### src/rtl/pf_pkg.sv
package pf_pkg;
    typedef logic [7:0] pf_byte_t;
endpackage

### src/rtl/pf_page_ram.sv
module pf_page_ram
    import pf_pkg::*;
#(
    parameter int OFFS_W = 8,
    localparam int DEPTH = 1 << OFFS_W
) (
    input  logic              clk,
    input  logic              we,
    input  logic [OFFS_W-1:0] waddr,
    input  pf_byte_t          wdata,
    input  logic [OFFS_W-1:0] raddr,
    output pf_byte_t          rdata
);
    pf_byte_t store_q [DEPTH];

    always_ff @(posedge clk) begin
        if (we) begin
            store_q[waddr] <= wdata;
        end
    end

    assign rdata = store_q[raddr];
endmodule

### src/rtl/pf_fill_ctrl.sv
module pf_fill_ctrl #(
    parameter int ADDR_W = 18,
    parameter int OFFS_W = 8,
    localparam int TAG_W = ADDR_W - OFFS_W
) (
    input  logic              clk,
    input  logic              rst_n,
    input  logic              req_valid,
    input  logic [TAG_W-1:0]  req_tag,
    input  logic [OFFS_W-1:0] req_off,
    input  logic              mem_ack,
    output logic              tag_match,
    output logic              byte_ready,
    output logic              byte_landing,
    output logic              fill_we,
    output logic [OFFS_W-1:0] fill_off,
    output logic              mem_req,
    output logic [ADDR_W-1:0] mem_addr
);
    typedef struct packed {
        logic              valid;
        logic [TAG_W-1:0]  tag;
        logic [OFFS_W:0]   fill;
    } ctl_t;

    ctl_t st_d, st_q;
    logic filling, landing, switch_pg;

    always_comb begin
        st_d       = st_q;
        filling    = st_q.valid && !st_q.fill[OFFS_W];
        landing    = filling && mem_ack;
        tag_match  = st_q.valid && (req_tag == st_q.tag);
        byte_ready = tag_match && ({1'b0, req_off} < st_q.fill);
        byte_landing = tag_match && landing && (st_q.fill[OFFS_W-1:0] == req_off);
        switch_pg  = req_valid && !tag_match && (!filling || mem_ack);
        if (landing) begin
            st_d.fill = st_q.fill + 1'b1;
        end
        if (switch_pg) begin
            st_d.valid = 1'b1;
            st_d.tag   = req_tag;
            st_d.fill  = '0;
        end
    end

    always_ff @(posedge clk) begin
        if (!rst_n) begin
            st_q <= '0;
        end else begin
            st_q <= st_d;
        end
    end

    assign fill_we  = landing;
    assign fill_off = st_q.fill[OFFS_W-1:0];
    assign mem_req  = filling;
    assign mem_addr = {st_q.tag, st_q.fill[OFFS_W-1:0]};
endmodule

### src/rtl/pf_prefetch.sv
module pf_prefetch
    import pf_pkg::*;
#(
    parameter int ADDR_W = 18,
    parameter int OFFS_W = 8,
    localparam int TAG_W = ADDR_W - OFFS_W
) (
    input  logic              clk,
    input  logic              rst_n,
    input  logic              req_valid,
    input  logic [ADDR_W-1:0] req_addr,
    output logic              resp_valid,
    output logic [7:0]        resp_data,
    output logic              mem_req,
    output logic [ADDR_W-1:0] mem_addr,
    input  logic              mem_ack,
    input  logic [7:0]        mem_rdata
);
    typedef struct packed {
        logic     valid;
        pf_byte_t data;
    } resp_t;

    resp_t resp_d, resp_q;
    logic [TAG_W-1:0]  req_tag;
    logic [OFFS_W-1:0] req_off;
    logic tag_match, byte_ready, byte_landing, fill_we;
    logic [OFFS_W-1:0] fill_off;
    pf_byte_t ram_rdata;

    assign req_tag = req_addr[ADDR_W-1:OFFS_W];
    assign req_off = req_addr[OFFS_W-1:0];

    pf_fill_ctrl #(.ADDR_W(ADDR_W), .OFFS_W(OFFS_W)) u_ctrl (
        .clk          (clk),
        .rst_n        (rst_n),
        .req_valid    (req_valid),
        .req_tag      (req_tag),
        .req_off      (req_off),
        .mem_ack      (mem_ack),
        .tag_match    (tag_match),
        .byte_ready   (byte_ready),
        .byte_landing (byte_landing),
        .fill_we      (fill_we),
        .fill_off     (fill_off),
        .mem_req      (mem_req),
        .mem_addr     (mem_addr)
    );

    pf_page_ram #(.OFFS_W(OFFS_W)) u_ram (
        .clk   (clk),
        .we    (fill_we),
        .waddr (fill_off),
        .wdata (mem_rdata),
        .raddr (req_off),
        .rdata (ram_rdata)
    );

    always_comb begin
        resp_d       = resp_q;
        resp_d.valid = req_valid && !resp_q.valid && (byte_ready || byte_landing);
        if (resp_d.valid) begin
            resp_d.data = byte_ready ? ram_rdata : mem_rdata;
        end
    end

    always_ff @(posedge clk) begin
        if (!rst_n) begin
            resp_q <= '0;
        end else begin
            resp_q <= resp_d;
        end
    end

    assign resp_valid = resp_q.valid;
    assign resp_data  = resp_q.data;


    addr_hold_chk: assert property (@(posedge clk) disable iff (!rst_n)
        (mem_req && !mem_ack) |=> $stable(mem_addr));


    single_pulse_chk: assert property (@(posedge clk) disable iff (!rst_n)
        resp_valid |=> !resp_valid);


    answer_needs_req_chk: assert property (@(posedge clk) disable iff (!rst_n)
        $rose(resp_valid) |-> $past(req_valid));


    seq_advance_chk: assert property (@(posedge clk) disable iff (!rst_n)
        (mem_req && mem_ack && (mem_addr[OFFS_W-1:0] != '1) &&
         !(req_valid && (req_tag != mem_addr[ADDR_W-1:OFFS_W])))
        |=> (mem_req && (mem_addr == ADDR_W'($past(mem_addr) + 1'b1))));


    fill_end_chk: assert property (@(posedge clk) disable iff (!rst_n)
        (mem_req && mem_ack && (mem_addr[OFFS_W-1:0] == '1) &&
         !(req_valid && (req_tag != mem_addr[ADDR_W-1:OFFS_W])))
        |=> !mem_req);
endmodule

### config.mk
export PLATFORM = sky130hd
export DESIGN_NAME = pf_prefetch
export DESIGN_NICKNAME = d
export VERILOG_FILES = /design/src/rtl/pf_pkg.sv /design/src/rtl/pf_page_ram.sv /design/src/rtl/pf_fill_ctrl.sv /design/src/rtl/pf_prefetch.sv
export SDC_FILE = /design/constraint.sdc
export NUM_CORES = 2
export LEC_CHECK = 0
export ABC_AREA = 1
export BUFFER_PORTS_ARGS = -buffer_cell sky130_fd_sc_hd__buf_4
export CORE_ASPECT_RATIO = 1.75
export CORE_MARGIN = 2
export CORE_UTILIZATION = 45
export DETAILED_ROUTE_END_ITERATION = 10
export SLEW_MARGIN = 40
export SYNTH_ARGS = -nofsm -noshare
export SYNTH_HDL_FRONTEND = slang
export SYNTH_HIERARCHICAL = 1
export SYNTH_SLANG_ARGS = --single-unit
export TNS_END_PERCENT = 20
### constraint.sdc
create_clock -name clk -period 2.5 [get_ports clk]
set_input_delay 0.25 -clock clk [delete_from_list [all_inputs] [get_ports clk]]
set_output_delay 0.25 -clock clk [all_outputs]
set_load 0.005 [all_outputs]
==> reports/metrics.yaml <==
firstDrtPassIters: 6
clkPwrFrac: 0.388
antenna_found_initial: 3
finalPower_uw: 70700
cts_buffer_depth: 4
leakage_uw: 0.0355
place_hpwl_mm: 168
max_freq_mhz: 390
place.gp.congestion: 0.914
seq_power_share: 0.541
numCtsBuffers: 184
fin_crit_sh: 1.03
rsz0062_at_grt: "yes"
die-area_um2: 194000
setup_slack_ps: -67.2
cts-root-buf: "clkbuf_16"
criticalPathCategory: "reg2reg"
die_w_um: 334
finalSetupViolCount: 16
first_global_vias: 57910
postSynthCellCount: 7325
h-tree-depth: 4
critPathCaptureType: "flop"
postLayoutCellArea_um2: 98900
powerDensity_nw_per_um2: 715
arrival_ps: 3030
critPathSlowestCell: "nor2_1"
hold_viol_final: 0
grt_overflow: 0
synth.avg_cell_area_um2: 11.7
via_per_inst: 5.65
crit_path_max_incr_delay_ps: 780
io_buffers: 57
slew_headroom: 0.453
grt_util_all_layers: 0.261
layout.nets: 7757
cts.sink_count: 2077
ir_worst_vdd_mv: 0.431
switching_share: 0.225
coreArea_um2: 189000
io_pins: 58
grt_pass1_wl_mm: 375
intPower_uw: 54800
cts_tree: "yes"
combPwrFrac: 0.072
dpl-instance-area_um2: 92900
rows: 211
final_common_cell: "nand2_1"
cp_common_cell: "nor2_1"
syn-num-nets: 7364
cp_cell_sequence: "inv_1 > nor2_1 > nand2_1 > nor2_1"
clock_latency_ps: 840
clock_skew_ps: 38.2
layout_min_cycle_time_ps: 2570
start_util: 0.453
drt_iter0_drc: 5467
syn_area_um2: 85500
yosysWarnings: 6
worst_slew_pin_slew_ps: 818
max_cap_viol_count: 0
num_vias: 58202
p_sw_uw: 15900
drive_gt1_frac: 0.132
status: "finished with violations"
ant_nets: 0
path_clk_slew_ps: 70
drc: 0
wl_mm: 256
start_kind: "flop"
die_height_um: 581
cp_max_fo: 10
crit_required_ps: 2960
fill_cells: 15944
routedWlPerCell_um: 24.9
min_path_type: "in2reg"
dpl_worst_slack_ps: -333
final_cell_mix: "nand2_1, edfxtp_1, nand3_1, buf_4, nor2_1"
grt_max_degree: 94
slew_viol_final: 0
area_delta_synth_final_pct: 15.6
violations: "negative setup slack"
post_cts_buffers: 0
## power by group through the flow
stage          logic, uW  clock network, uW  registers [uW]
3_5_place_dp        5000                  0           39000
4_1_cts             5060              27800           38200
6_report            5070              27400           38200
2_1_floorplan       2420                  0           39000
5_1_grt             5430              29000           38200
3_3_place_gp        4970                  0           39000
## what timing repair did
action                                 CTS  global route
hold buffers                            31             0
setup endpoints to repair                8           135
resized for setup                        1            10
endpoints found under the hold margin  315             0
## worst max-delay path, delay by kind of cell (launching register included)
| kind | cells | cell delay [ps] |
|---|---|---|
| buffers and inverters | 1 | 80 |
| flip-flops | 1 | 550 |
| AND/OR/NAND/NOR | 3 | 1590 |
## area by class of cell
type,count,area [um^2],area share
Inverter,97,405,0.00410
Timing Repair Buffer,724,7350,0.0743
Sequential cell,2077,62100,0.628
Multi-Input combinational cell,4634,20400,0.206
Antenna cell,1,2.50,0.0000253
Tap cell,2449,3060,0.0310
Clock inverter,89,722,0.00730
Clock buffer,232,4900,0.0495
## per-stage QoR
step / std cells / hold WS [ps] / setup TNS, ps / util
after floorplan: 7325 / 349 / 0 / -
after global placement: 9950 / 496 / -2500 / 0.492
after detailed placement: 9950 / 507 / -2230 / 0.492
after CTS: 10302 / 22.5 / 0 / 0.524
after global routing: 10303 / 107 / -3910 / 0.524
final: 10303 / 72.3 / -964 / 0.524
## path summary, 6_finish.rpt
path | start | cells past startpoint | end | slack, ps
worst min register to register | u_ctrl/st_q[19]$_SDFFE_PN0P_ | 2 | u_ctrl/st_q[19]$_SDFFE_PN0P_ | 520
worst max register to register | u_ctrl/fill_off[5]$_SDFFE_PP0P_ | 4 | u_ram/store_q[41][5]$_DFFE_PP_ | -70
worst min-delay path | req_addr[7] | 7 | resp_data[7]$_SDFFE_PN0P_ | 70
worst max-delay path | u_ctrl/fill_off[5]$_SDFFE_PP0P_ | 4 | u_ram/store_q[41][5]$_DFFE_PP_ | -70
## per-layer routing
layer | GRT usage | wire [um] | vias to the layer above
met4 | 0.161 | 18100 | 2
met1 | 0.302 | 92100 | 28658
met3 | 0.0337 | 15600 | 661
met2 | 0.460 | 130000 | 2344
li1 | - | - | 26537
met5 | 0 | 13 | -
## flip-flops by register name (all words and copies together), names as in the netlist
name and count:
u_ctrl/mem_addr 10, u_ctrl/fill_off 8, u_ctrl/st_q 2, resp_data 8, resp_valid 1, u_ram/store_q 2048
Note: power is estimated with default switching activity, not from simulation.
